**config.mk**
```make
export PLATFORM = sky130hd
export DESIGN_NAME = acc_ctrl_seq
export DESIGN_NICKNAME = d
export VERILOG_FILES = /design/src/rtl/acs_pkg.sv /design/src/rtl/acs_state_reg.sv /design/src/rtl/acs_next_state.sv /design/src/rtl/acs_ctrl_decode.sv /design/src/rtl/acc_ctrl_seq.sv
export SDC_FILE = /design/constraint.sdc
export NUM_CORES = 1
export LEC_CHECK = 0
export BUFFER_PORTS_ARGS = -buffer_cell sky130_fd_sc_hd__buf_2
export CAP_MARGIN = 15
export CORE_MARGIN = 2
export CORE_UTILIZATION = 35
export CTS_CLUSTER_SIZE = 16
export DETAILED_ROUTE_END_ITERATION = 7
export GPL_TIMING_DRIVEN = 0
export SYNTH_ARGS = -nofsm -noshare
export SYNTH_HDL_FRONTEND = slang
export SYNTH_SLANG_ARGS = --single-unit
```
**constraint.sdc**
```tcl
create_clock -name clk -period 1.38 [get_ports clk]
set_clock_uncertainty 0.05 [all_clocks]
set_input_delay 0 -clock clk [delete_from_list [all_inputs] [get_ports clk]]
set_output_delay 0 -clock clk [all_outputs]
set_load 0.01 [all_outputs]
```
**src/rtl/acs_pkg.sv**
```systemverilog
// Package: shared widths, state codes and control-word type for the
// accumulator control sequencer. Assumes a 4-bit state register.
package acs_pkg;
    localparam int ST_W   = 4;
    localparam int OPC_W  = 5;
    localparam int DEC_W  = 3;
    localparam int ALU_W  = 3;
    localparam int MEM_W  = 2;
    localparam int PCS_W  = 2;

    typedef enum logic [ST_W-1:0] {
        S_RST_A = 4'd0,  S_RST_B = 4'd1,  S_FETCH = 4'd2,  S_ALU2  = 4'd3,
        S_ALU1  = 4'd4,  S_STO_A = 4'd5,  S_STO_B = 4'd6,  S_STO_C = 4'd7,
        S_LD_A  = 4'd8,  S_LD_B  = 4'd9,  S_LD_C  = 4'd10, S_BR_A  = 4'd11,
        S_BR_B  = 4'd12, S_JUMP  = 4'd13
    } seq_state_e;

    typedef enum logic [ALU_W-1:0] {
        ALU_PASSA = 3'd0, ALU_NOTB = 3'd1, ALU_AND = 3'd2,
        ALU_ADD   = 3'd3, ALU_SHRB = 3'd4
    } alu_op_e;

    typedef enum logic [MEM_W-1:0] {
        MEM_NOP = 2'd0, MEM_RD = 2'd1, MEM_WR = 2'd2
    } mem_op_e;

    typedef enum logic [PCS_W-1:0] {
        PC_HOLD = 2'd0, PC_CLEAR = 2'd1, PC_STEP = 2'd2
    } pc_sel_e;

    typedef struct packed {
        alu_op_e alu;
        mem_op_e mem;
        pc_sel_e pcs;
        logic    pc_base;
        logic    dr_ld;
        logic    ac_ld;
        logic    ar_sel;
        logic    ar_ld;
        logic    bus_drv;
    } ctrl_t;

    localparam ctrl_t CTRL_IDLE = '{alu: ALU_PASSA, mem: MEM_NOP, pcs: PC_HOLD,
                                    pc_base: 1'b0, dr_ld: 1'b0, ac_ld: 1'b0,
                                    ar_sel: 1'b0, ar_ld: 1'b0, bus_drv: 1'b0};
endpackage

```
**src/rtl/acs_state_reg.sv**
```systemverilog
// State register of the sequencer. Synchronous active-low reset to reset-A.
// Assumes the next-state code is always defined.
module acs_state_reg
    import acs_pkg::*;
(
    input  logic            clk,
    input  logic            rst_n,
    input  logic [ST_W-1:0] nxt,
    output logic [ST_W-1:0] state
);
    // Hold the current state; reset forces reset-A.
    always_ff @(posedge clk) begin
        if (!rst_n) state <= S_RST_A;
        else        state <= nxt;
    end
endmodule

```
**src/rtl/acs_next_state.sv**
```systemverilog
// Next-state logic. Fetch decodes the low opcode bits. Branch-A checks the
// accumulator sign. Unused codes fall back to reset-A.
// Assumes the opcode is stable while fetch is active.
module acs_next_state
    import acs_pkg::*;
(
    input  logic [ST_W-1:0]  state,
    input  logic [DEC_W-1:0] opc_lo,
    input  logic             ac_sign,
    output logic [ST_W-1:0]  nxt
);
    // Pick the successor of the current state.
    always_comb begin
        nxt = S_RST_A;
        case (state)
            S_RST_A: nxt = S_RST_B;
            S_RST_B: nxt = S_FETCH;
            S_FETCH: begin
                case (opc_lo)
                    3'b000, 3'b001: nxt = S_ALU1;
                    3'b110, 3'b111: nxt = S_ALU2;
                    3'b010:         nxt = S_BR_A;
                    3'b011:         nxt = S_JUMP;
                    3'b100:         nxt = S_STO_A;
                    default:        nxt = S_LD_A;
                endcase
            end
            S_ALU2, S_ALU1: nxt = S_FETCH;
            S_STO_A: nxt = S_STO_B;
            S_STO_B: nxt = S_STO_C;
            S_STO_C: nxt = S_FETCH;
            S_LD_A:  nxt = S_LD_B;
            S_LD_B:  nxt = S_LD_C;
            S_LD_C:  nxt = S_FETCH;
            S_BR_A:  nxt = ac_sign ? S_BR_B : S_FETCH;
            S_BR_B, S_JUMP: nxt = S_FETCH;
            default: nxt = S_RST_A;
        endcase
    end
endmodule

```
**src/rtl/acs_ctrl_decode.sv**
```systemverilog
// Control-point decode. Each state maps to one control word. The ALU
// states also use the low opcode bit. Don't-care points are driven to 0.
module acs_ctrl_decode
    import acs_pkg::*;
(
    input  logic [ST_W-1:0] state,
    input  logic            opc_b0,
    output ctrl_t           ctl
);
    // Restore the fetch rule: address register <- PC, PC <- PC + 2.
    function automatic ctrl_t with_restore(input ctrl_t c);
        ctrl_t r = c;
        r.ar_sel  = 1'b0;
        r.ar_ld   = 1'b1;
        r.pcs     = PC_STEP;
        r.pc_base = 1'b0;
        return r;
    endfunction

    // Build the control word for the current state.
    always_comb begin
        ctl = CTRL_IDLE;
        case (state)
            S_RST_A: ctl.pcs = PC_CLEAR;
            S_RST_B: ctl = with_restore(CTRL_IDLE);
            S_FETCH: begin
                ctl.mem   = MEM_RD;
                ctl.dr_ld = 1'b1;
            end
            S_ALU2: begin
                ctl       = with_restore(CTRL_IDLE);
                ctl.alu   = opc_b0 ? ALU_ADD : ALU_AND;
                ctl.ac_ld = 1'b1;
            end
            S_ALU1: begin
                ctl       = with_restore(CTRL_IDLE);
                ctl.alu   = opc_b0 ? ALU_SHRB : ALU_NOTB;
                ctl.ac_ld = 1'b1;
            end
            S_STO_A, S_LD_A: begin
                ctl.ar_sel = 1'b1;
                ctl.ar_ld  = 1'b1;
            end
            S_STO_B: begin
                ctl         = with_restore(CTRL_IDLE);
                ctl.mem     = MEM_WR;
                ctl.bus_drv = 1'b1;
            end
            S_LD_B: begin
                ctl.mem   = MEM_RD;
                ctl.dr_ld = 1'b1;
            end
            S_LD_C: begin
                ctl       = with_restore(CTRL_IDLE);
                ctl.alu   = ALU_PASSA;
                ctl.ac_ld = 1'b1;
            end
            S_BR_A: ctl = with_restore(CTRL_IDLE);
            S_BR_B, S_JUMP: begin
                ctl.pcs     = PC_STEP;
                ctl.pc_base = 1'b1;
                ctl.ar_sel  = 1'b1;
                ctl.ar_ld   = 1'b1;
            end
            default: ctl = CTRL_IDLE;
        endcase
    end
endmodule

```
**src/rtl/acc_ctrl_seq.sv**
```systemverilog
// Top of the accumulator control sequencer: state register, next-state
// logic and control decode. Assumes direct addressing only; the upper
// opcode bits are not used for decode.
module acc_ctrl_seq
    import acs_pkg::*;
(
    input  logic             clk,
    input  logic             rst_n,
    input  logic [OPC_W-1:0] opcode,
    input  logic             ac_sign,
    output logic [ST_W-1:0]  seq_state,
    output logic [ALU_W-1:0] alu_op,
    output logic [MEM_W-1:0] mem_op,
    output logic [PCS_W-1:0] pc_sel,
    output logic             pc_base,
    output logic             dr_ld,
    output logic             ac_ld,
    output logic             ar_sel,
    output logic             ar_ld,
    output logic             bus_drv
);
    logic [ST_W-1:0] state_q;
    logic [ST_W-1:0] state_d;
    ctrl_t           ctl;
    logic            opc_hi_unused;

    // Upper opcode bits carry no decode meaning in direct mode.
    assign opc_hi_unused = ^opcode[OPC_W-1:DEC_W];

    acs_state_reg u_reg (
        .clk   (clk),
        .rst_n (rst_n),
        .nxt   (state_d),
        .state (state_q)
    );

    acs_next_state u_nxt (
        .state   (state_q),
        .opc_lo  (opcode[DEC_W-1:0]),
        .ac_sign (ac_sign),
        .nxt     (state_d)
    );

    acs_ctrl_decode u_dec (
        .state  (state_q),
        .opc_b0 (opcode[0]),
        .ctl    (ctl)
    );

    // Drive the control points from the decoded word.
    always_comb begin
        seq_state = state_q;
        alu_op    = ctl.alu;
        mem_op    = ctl.mem;
        pc_sel    = ctl.pcs;
        pc_base   = ctl.pc_base;
        dr_ld     = ctl.dr_ld;
        ac_ld     = ctl.ac_ld;
        ar_sel    = ctl.ar_sel;
        ar_ld     = ctl.ar_ld;
        bus_drv   = ctl.bus_drv;
    end
endmodule

```
==> results of run 1 <==
==> per-stage QoR <==
stage	total power, mW	hold WS, ns	cells	worst slack [ns]	TNS [ns]
after floorplan	0.3113	0.09029	69	0.1511	0
after global placement	0.3917	0.2144	106	0.1098	0
after detailed placement	0.3931	0.2253	106	0.1005	0
after CTS	0.5779	0.06780	116	0.001172	0
after global routing	0.6636	0.08018	119	-0.06156	-0.2463
final	0.6208	0.07153	119	0.01019	0
==> layout make-up <==
class	count	area [um2]
fillers	135	516.7
multi-input cells	55	407.9
repair buffers	32	187.7
flip-flops and latches	4	86.33
plain buffers	8	86.33
clock buffers	3	22.52
well taps	15	18.77
inverters	2	7.507
==> per-layer routing <==
layer | vias to the layer above | GRT usage [%]
met3 | 2 | 2.586
met2 | 17 | 23.08
li1 | 324 | -
met1 | 289 | 23.33
met4 | 0 | 7.500
met5 | - | 0
==> path summary, 6_finish.rpt <==
kind,startpoint,to,slack (ns)
max,u_reg.state[1]$_SDFF_PN0_,mem_op[0],0.01
min,ac_sign,u_reg.state[2]$_SDFF_PN0_,0.07
max reg2reg,u_reg.state[3]$_SDFF_PN0_,u_reg.state[1]$_SDFF_PN0_,0.06
min reg2reg,u_reg.state[0]$_SDFF_PN0_,u_reg.state[0]$_SDFF_PN0_,0.63
==> cell usage in the layout (no fill, tap or decap), types with 3 or more instances in the layout <==
| cell | synthesis | routed |
|---|---|---|
| buf_4 | 3 | 11 |
| buf_2 | 4 | 22 |
| nand2_1 | 3 | 3 |
| buf_6 | 1 | 5 |
| mux2i_1 | 3 | 3 |
| nand2b_1 | 3 | 3 |
| clkbuf_4 | 0 | 3 |
| nand3b_1 | 3 | 3 |
| and3b_1 | 3 | 3 |
| nor2_1 | 4 | 3 |
| a21o_1 | 3 | 3 |
| a21oi_1 | 6 | 4 |
==> logic make-up after synthesis <==
logic type	count (synthesis)
AO/OA/AOI/OAI	20
XOR/XNOR	2
buffers and inverters	10
flip-flops	4
multiplexers	3
AND/OR/NAND/NOR	30
==> power by group <==
group          switching (mW)  internal (mW)
Sequential            0.00905          0.128
Clock                  0.0458         0.0971
Combinational           0.165          0.176
Total                   0.220          0.401
==> worst reg2reg max path, stage by stage (launching register included) <==
cell	delay, ns
dfxtp_4	0.35
buf_4	0.14
nor4b_2	0.35
a31oi_1	0.15
a31oi_1	0.19
==> repair_timing <==
item / 4_1_cts / 5_1_grt
pin swaps: 2 / 2
endpoints found under the hold margin: 2 / 0
buffers inserted: 6 / 3
endpoints found under the setup margin: 11 / 10
gates resized for setup: 11 / 15
hold buffers: 1 / 0
==> impl_metrics.json, run 1 <==
{
  "viasPerCell": 5.311,
  "area_delta_synth_final_pct": 58.11,
  "synthesis.area_um2": 516.7,
  "drv_slew": 0,
  "wl_per_cell_um": 12.15,
  "first_pass_iters": 4,
  "wl_met3_um": 52,
  "cp-end-kind": "output pin",
  "antenna_found_initial": 0,
  "cts_tree": "yes",
  "fmax_mhz": 730.0,
  "critical_path.cell_chain": "buf_6, or3b_4, a21oi_2, buf_2",
  "final_area_um2": 817.0,
  "regMostFlops": "u_reg.state",
  "finalWorstPathRequiredPeriod_ns": 1.370,
  "powerDensity_nw_per_um2": 759.8,
  "synth_compound_area_share_pct": 25.18,
  "dr.max_layer_used": "met4",
  "path_class": "flip-flop to output pin",
  "groute.usage.overall_pct": 16.18,
  "yosys-top-cells-area": "dfxtp_1 15%, a21oi_1 5.8%, mux2i_1 5.8%, and3b_1 5.1%, a21o_1 4.4%",
  "ant_nets": 0,
  "cts.sinks": 4,
  "place_area_um2": 645.6,
  "totalWireLength_mm": 1.446,
  "drt-initial-drc-count": 10,
  "cp.arrival_ns": 1.32,
  "status": "finished, final reports clean",
  "ys_async_sr_fraction_pct": 0,
  "synth_common_cells": "6 x a21oi_1, 4 x buf_2, 4 x dfxtp_1, 4 x nor2_1, 4 x o21ai_0",
  "drt-met1-wl_um": 673,
  "pin_count": 25,
  "finalSetupViolCount": 0,
  "nets": 114,
  "drive_above_1_share_pct": 52.88,
  "insertion_delay_ns": 0.23,
  "syn_nets": 77,
  "grt_pass1_wl_mm": 2.304,
  "reg.largest.list": "u_reg.state (4)",
  "slowest_stage": "or3b_4",
  "synth_top_area_share_pct": 15.50,
  "synthFlopType": "dfxtp_1",
  "ys_warn_count": 0,
  "diodes": 0,
  "cts_buffer_depth": 2,
  "met2WireLength_um": 717,
  "die_x_um": 42.43,
  "yosysMostFrequentCell": "a21oi_1",
  "gp_congestion": 0.7283,
  "path_buf_inv": 2,
  "clock-root-buffer": "clkbuf_4",
  "grt-ovfl-total": 0,
  "numCtsBuffers": 3,
  "synthMuxAreaShare_pct": 5.811,
  "synth_seq_area_share_pct": 15.50,
  "htreeDepth": 1,
  "ys_ff_latch": 4,
  "largest_reg_flops": 4,
  "synthXorXnorAreaFrac_pct": 3.390,
  "r2r_cells": 4,
  "tightest_slew_ns": 0.3284,
  "power_leakage_nw": 0.4089,
  "fp.dieArea_um2": 1800,
  "synthAdderAreaFrac_pct": 0,
  "io_buffers": 22,
  "slew_headroom_pct": 78.05,
  "max_stage_delay_ns": 0.38,
  "crit_family": "simple AND/OR/NAND/NOR gates",
  "core.rowCount": 13,
  "cap_violations": 0,
  "rsz0062_at_grt": "yes",
  "synth_largest_area_cell": "dfxtp_1",
  "num_vias": 632,
  "die_h_um": 42.43,
  "ys_types": 33,
  "required_ns": 1.33,
  "synth_top_family_by_area": "simple AND/OR/NAND/NOR gates",
  "fin_util_pct": 61.26,
  "worstPathMaxFanout": 5,
  "yosys.area_share.simple_pct": 38.26,
  "cp-start-kind": "flip-flop",
  "synth_edf_count": 0,
  "cp.depth": 4,
  "syn_area_per_cell_um2": 7.489,
  "path_clk_slew_ns": 0.04,
  "drc_errors": 0,
  "fin_crit_sh_pct": 99.26,
  "first_global_vias": 532,
  "synthCells": 69,
  "min_path_cells": 4,
  "dp_hpwl_um": 963.1,
  "grt_max_degree": 11,
  "core_area_um2": 1334,
  "hp-class": "input pin to flip-flop",
  "peakVddDrop_v": 0.0003469,
  "initial_core_util_pct": 38.74,
  "hold_viol": 0
}
Power figures use the tool's default switching activity.
==> run 2: changes to the inputs <==
--- a/config.mk
+++ b/config.mk
@@ -12,6 +12,7 @@
 export CTS_CLUSTER_SIZE = 16
 export DETAILED_ROUTE_END_ITERATION = 7
 export GPL_TIMING_DRIVEN = 0
+export SETUP_SLACK_MARGIN = 0.2
 export SYNTH_ARGS = -nofsm -noshare
 export SYNTH_HDL_FRONTEND = slang
 export SYNTH_SLANG_ARGS = --single-unit
==> impl_metrics.json, run 2 (synthesized netlist as in run 1, its figures left out) <==
{
  "status": "finished, violations left",
  "failed_checks": "negative setup slack",
  "crit_family": "flip-flops",
  "groute.usage.overall_pct": 21.90,
  "core.rowCount": 13,
  "fmax_mhz": 698.9,
  "gp_congestion": 0.7456,
  "setup_tns_ns": -0.1399,
  "cts_tree": "yes",
  "grt_max_degree": 11,
  "insertion_delay_ns": 0.25,
  "numCtsBuffers": 3,
  "ant_nets": 0,
  "powerDensity_nw_per_um2": 755.1,
  "power_mw": 0.7634,
  "finalSetupViolCount": 4,
  "drc_errors": 0,
  "worstPathMaxFanout": 8,
  "antenna_found_initial": 0,
  "max_stage_delay_ns": 0.32,
  "diodes": 0,
  "dp_slack_ns": 0.1243,
  "grt-ovfl-total": 0,
  "tightest_slew_ns": 0.2480,
  "hp-class": "input pin to flip-flop",
  "viasPerCell": 5.339,
  "pin_count": 25,
  "fin_util_pct": 75.80,
  "power_leakage_nw": 0.4903,
  "initial_core_util_pct": 38.74,
  "largest_reg_flops": 4,
  "place_area_um2": 664.4,
  "cp-start-kind": "flip-flop",
  "layout_setup_ws_ns": -0.05091,
  "die_x_um": 42.43,
  "peakVddDrop_v": 0.0004582,
  "cp-end-kind": "output pin",
  "core_area_um2": 1334,
  "fp.dieArea_um2": 1800,
  "nets": 122,
  "path_class": "flip-flop to output pin",
  "die_h_um": 42.43,
  "cap_violations": 0,
  "clock-root-buffer": "clkbuf_4",
  "first_global_vias": 637,
  "critical_path.cell_chain": "buf_6, or2_4, o21ai_1, a21oi_1, buf_2",
  "rsz0062_at_grt": "yes",
  "reg.largest.list": "u_reg.state (4)",
  "final_area_um2": 1011,
  "cp.arrival_ns": 1.38,
  "cts_buffer_depth": 2,
  "drv_slew": 0,
  "dp_hpwl_um": 957.7,
  "htreeDepth": 1,
  "path_buf_inv": 2,
  "drt-initial-drc-count": 11,
  "grt_pass1_wl_mm": 2.960,
  "hold_viol": 0,
  "slowest_stage": "dfxtp_2",
  "fin_crit_sh_pct": 103.7,
  "final_common_cell": "buf_2",
  "area_delta_synth_final_pct": 95.64,
  "drive_above_1_share_pct": 62.50,
  "io_buffers": 22,
  "wl_per_cell_um": 15.73,
  "regMostFlops": "u_reg.state",
  "required_ns": 1.33,
  "finalWorstPathRequiredPeriod_ns": 1.431,
  "first_pass_iters": 4,
  "totalWireLength_mm": 1.998,
  "mostFrequentLayoutCells": "21 x buf_2, 11 x buf_6, 10 x buf_4, 4 x buf_8, 4 x a21oi_1",
  "slew_headroom_pct": 83.47,
  "num_vias": 678,
  "cts.sinks": 4,
  "path_clk_slew_ns": 0.04
}
## run 2: final timing paths
kind / startpoint / to / slack, ns / cells after the start
setup / recovery: u_reg.state[2]$_SDFF_PN0_ / ar_ld / -0.05 / 5
hold / removal: opcode[2] / u_reg.state[3]$_SDFF_PN0_ / 0.09 / 4
setup reg to reg: u_reg.state[2]$_SDFF_PN0_ / u_reg.state[1]$_SDFF_PN0_ / 0.04 / 5
hold reg to reg: u_reg.state[3]$_SDFF_PN0_ / u_reg.state[3]$_SDFF_PN0_ / 0.62 / 3
## run 2: worst reg2reg max path, delay by kind of cell, from the launching register on
kind                   cells  cell delay, ns
AO/OA/AOI/OAI              2            0.33
buffers and inverters      2            0.26
flip-flops                 1            0.32
AND/OR/NAND/NOR            1            0.30
## run 2: what timing repair did
item,CTS,global route
hold buffers,1,0
hold endpoints to repair,4,0
setup buffers,10,6
pin swaps,9,11
setup endpoints to repair,16,17
cloned,1,0
resized for setup,35,12
## run 2: power breakdown
group	switching (mW)	internal, mW
combinational	0.217	0.252
sequential	0.0121	0.128
clock	0.0568	0.0978
total	0.286	0.478
## run 2: final cells by class
| class | count | area (um2) |
|---|---|---|
| well taps | 15 | 18.77 |
| inverters | 2 | 7.507 |
| repair buffers | 40 | 300.3 |
| plain buffers | 8 | 101.3 |
| flip-flops and latches | 4 | 90.09 |
| fillers | 95 | 322.8 |
| multi-input cells | 55 | 470.5 |
| clock buffers | 3 | 22.52 |
## run 2: stage by stage
stage          instances  hold slack, ns
2_1_floorplan         69         0.09029
3_3_place_gp         106          0.2148
3_5_place_dp         106          0.2219
4_1_cts              121         0.05211
5_1_grt              127          0.1145
6_report             127         0.09243
## run 2: per-layer routing
metal	track usage [%]	up-vias	routed length, um	share of wire, %
li1	-	337	-	-
met1	27.44	315	909	45
met2	33.23	20	936	47
met3	7.328	6	96	4.8
met4	10.63	0	55	2.8
met5	0	-	0	0
==> run 3: changes to the inputs <==
--- a/config.mk
+++ b/config.mk
@@ -7,11 +7,13 @@
 export LEC_CHECK = 0
 export BUFFER_PORTS_ARGS = -buffer_cell sky130_fd_sc_hd__buf_2
 export CAP_MARGIN = 15
+export CORE_ASPECT_RATIO = 1.4
 export CORE_MARGIN = 2
-export CORE_UTILIZATION = 35
+export CORE_UTILIZATION = 28
 export CTS_CLUSTER_SIZE = 16
 export DETAILED_ROUTE_END_ITERATION = 7
 export GPL_TIMING_DRIVEN = 0
+export PLACE_DENSITY_LB_ADDON = 0.2
 export SETUP_SLACK_MARGIN = 0.2
 export SYNTH_ARGS = -nofsm -noshare
 export SYNTH_HDL_FRONTEND = slang
==> impl_metrics.json, run 3 (synthesized netlist as in run 1, its figures left out) <==
{
  "status": "finished, violations left",
  "failed_checks": "negative setup slack",
  "cp.arrival_ns": 1.39,
  "wl_per_cell_um": 13.59,
  "crit_family": "simple AND/OR/NAND/NOR gates",
  "powerDensity_nw_per_um2": 703.2,
  "tightest_slew_ns": 0.2556,
  "slowest_stage": "or3b_1",
  "largest_reg_flops": 4,
  "cts.sinks": 4,
  "drc_errors": 0,
  "totalWireLength_mm": 1.930,
  "reg.largest.list": "u_reg.state (4)",
  "cap_violations": 0,
  "finalWorstPathRequiredPeriod_ns": 1.439,
  "htreeDepth": 1,
  "path_clk_slew_ns": 0.04,
  "nets": 132,
  "grt_pass1_wl_mm": 2.711,
  "required_ns": 1.33,
  "gp_congestion": 0.8315,
  "drv_slew": 0,
  "nFillCells": 162,
  "final_common_cell": "buf_4",
  "viasPerCell": 5.070,
  "multi_input_area_um2": 452.9,
  "fin_util_pct": 59.40,
  "antenna_found_initial": 0,
  "path_class": "flip-flop to output pin",
  "clock-root-buffer": "clkbuf_4",
  "fmax_mhz": 695.1,
  "num_vias": 720,
  "regMostFlops": "u_reg.state",
  "cp-end-kind": "output pin",
  "hold_viol": 0,
  "layout_setup_ws_ns": -0.05855,
  "first_pass_iters": 4,
  "fin_crit_sh_pct": 104.2,
  "core_area_um2": 1757,
  "core.rowCount": 18,
  "area_delta_synth_final_pct": 101.9,
  "die_h_um": 54.83,
  "first_global_vias": 649,
  "rsz0062_at_grt": "yes",
  "slew_headroom_pct": 82.89,
  "drive_above_1_share_pct": 65.57,
  "finalSetupViolCount": 3,
  "numCtsBuffers": 3,
  "power_leakage_nw": 0.5216,
  "groute.usage.overall_pct": 17.85,
  "pin_count": 25,
  "mostFrequentLayoutCells": "22 x buf_4, 21 x buf_2, 12 x buf_6",
  "cts_buffer_depth": 2,
  "peakVddDrop_v": 0.0005033,
  "hp-class": "input pin to flip-flop",
  "grt_max_degree": 11,
  "insertion_delay_ns": 0.23,
  "grt-ovfl-total": 0,
  "initial_core_util_pct": 29.42,
  "dp_slack_ns": 0.1053,
  "cts_tree": "yes",
  "path_buf_inv": 1,
  "cp-start-kind": "flip-flop",
  "ant_nets": 0,
  "die_x_um": 40.31,
  "setup_tns_ns": -0.06827,
  "register_area_um2": 90.09,
  "io_buffers": 22,
  "dp_hpwl_um": 986.8,
  "critical_path.cell_chain": "or3b_1, a21o_1, o21ai_1, buf_2",
  "drt-initial-drc-count": 7,
  "worstPathMaxFanout": 7,
  "max_stage_delay_ns": 0.39,
  "fp.dieArea_um2": 2210,
  "diodes": 0
}
run 3: path summary, 6_finish.rpt:
check,start,cells past startpoint,to,slack (ns)
setup / recovery,u_reg.state[3]$_SDFF_PN0_,4,ac_ld,-0.06
hold / removal,ac_sign,4,u_reg.state[2]$_SDFF_PN0_,0.09
setup reg to reg,u_reg.state[3]$_SDFF_PN0_,4,u_reg.state[1]$_SDFF_PN0_,0
hold reg to reg,u_reg.state[1]$_SDFF_PN0_,3,u_reg.state[0]$_SDFF_PN0_,0.63
run 3: power breakdown:
group | total (mW) | internal, mW | switching, mW
clock network | 0.141 | 0.0970 | 0.0440
logic | 0.455 | 0.252 | 0.203
registers | 0.138 | 0.127 | 0.0110
total | 0.734 | 0.476 | 0.258
run 3: cell type report:
cell class,count,share of cell area [%]
tap,20,2.398
multi-input combinational,55,43.41
clock buffer,3,2.158
sequential,4,8.633
buffer,8,8.993
timing repair buffer,50,33.69
inverter,2,0.7194
run 3: layer usage:
layer | up-vias | routed length (um) | global-route usage (%)
met1 | 339 | 784 | 19.85
met2 | 21 | 1057 | 34.41
met3 | 4 | 69 | 0
li1 | 356 | - | -
met5 | - | 0 | 0
met4 | 0 | 18 | 6.667
run 3: through the flow:
stage | cells | hold slack [ns] | cell area [um2] | power [mW]
4_1_cts | 132 | 0.07064 | 918.4 | 0.6717
2_1_floorplan | 69 | 0.09029 | 535.5 | 0.3216
5_1_grt | 142 | 0.09549 | 1044 | 0.7771
3_3_place_gp | 111 | 0.2192 | 670.6 | 0.4016
3_5_place_dp | 111 | 0.2179 | 670.6 | 0.4028
6_report | 142 | 0.09273 | 1044 | 0.7338
run 3: worst min-delay path, delay by kind of cell:
kind                   cells  cell delay, ns
buffers and inverters      2            0.17
and+or+nand+nor            1            0.12
AOI/OAI and AO/OA          1            0.05
run 3: repair_timing:
action	CTS	global route
hold endpoints to repair	2	0
pin swaps	6	12
resized for setup	29	14
setup buffers	15	10
cloned	2	0
hold buffers	1	0
setup endpoints to repair	17	17
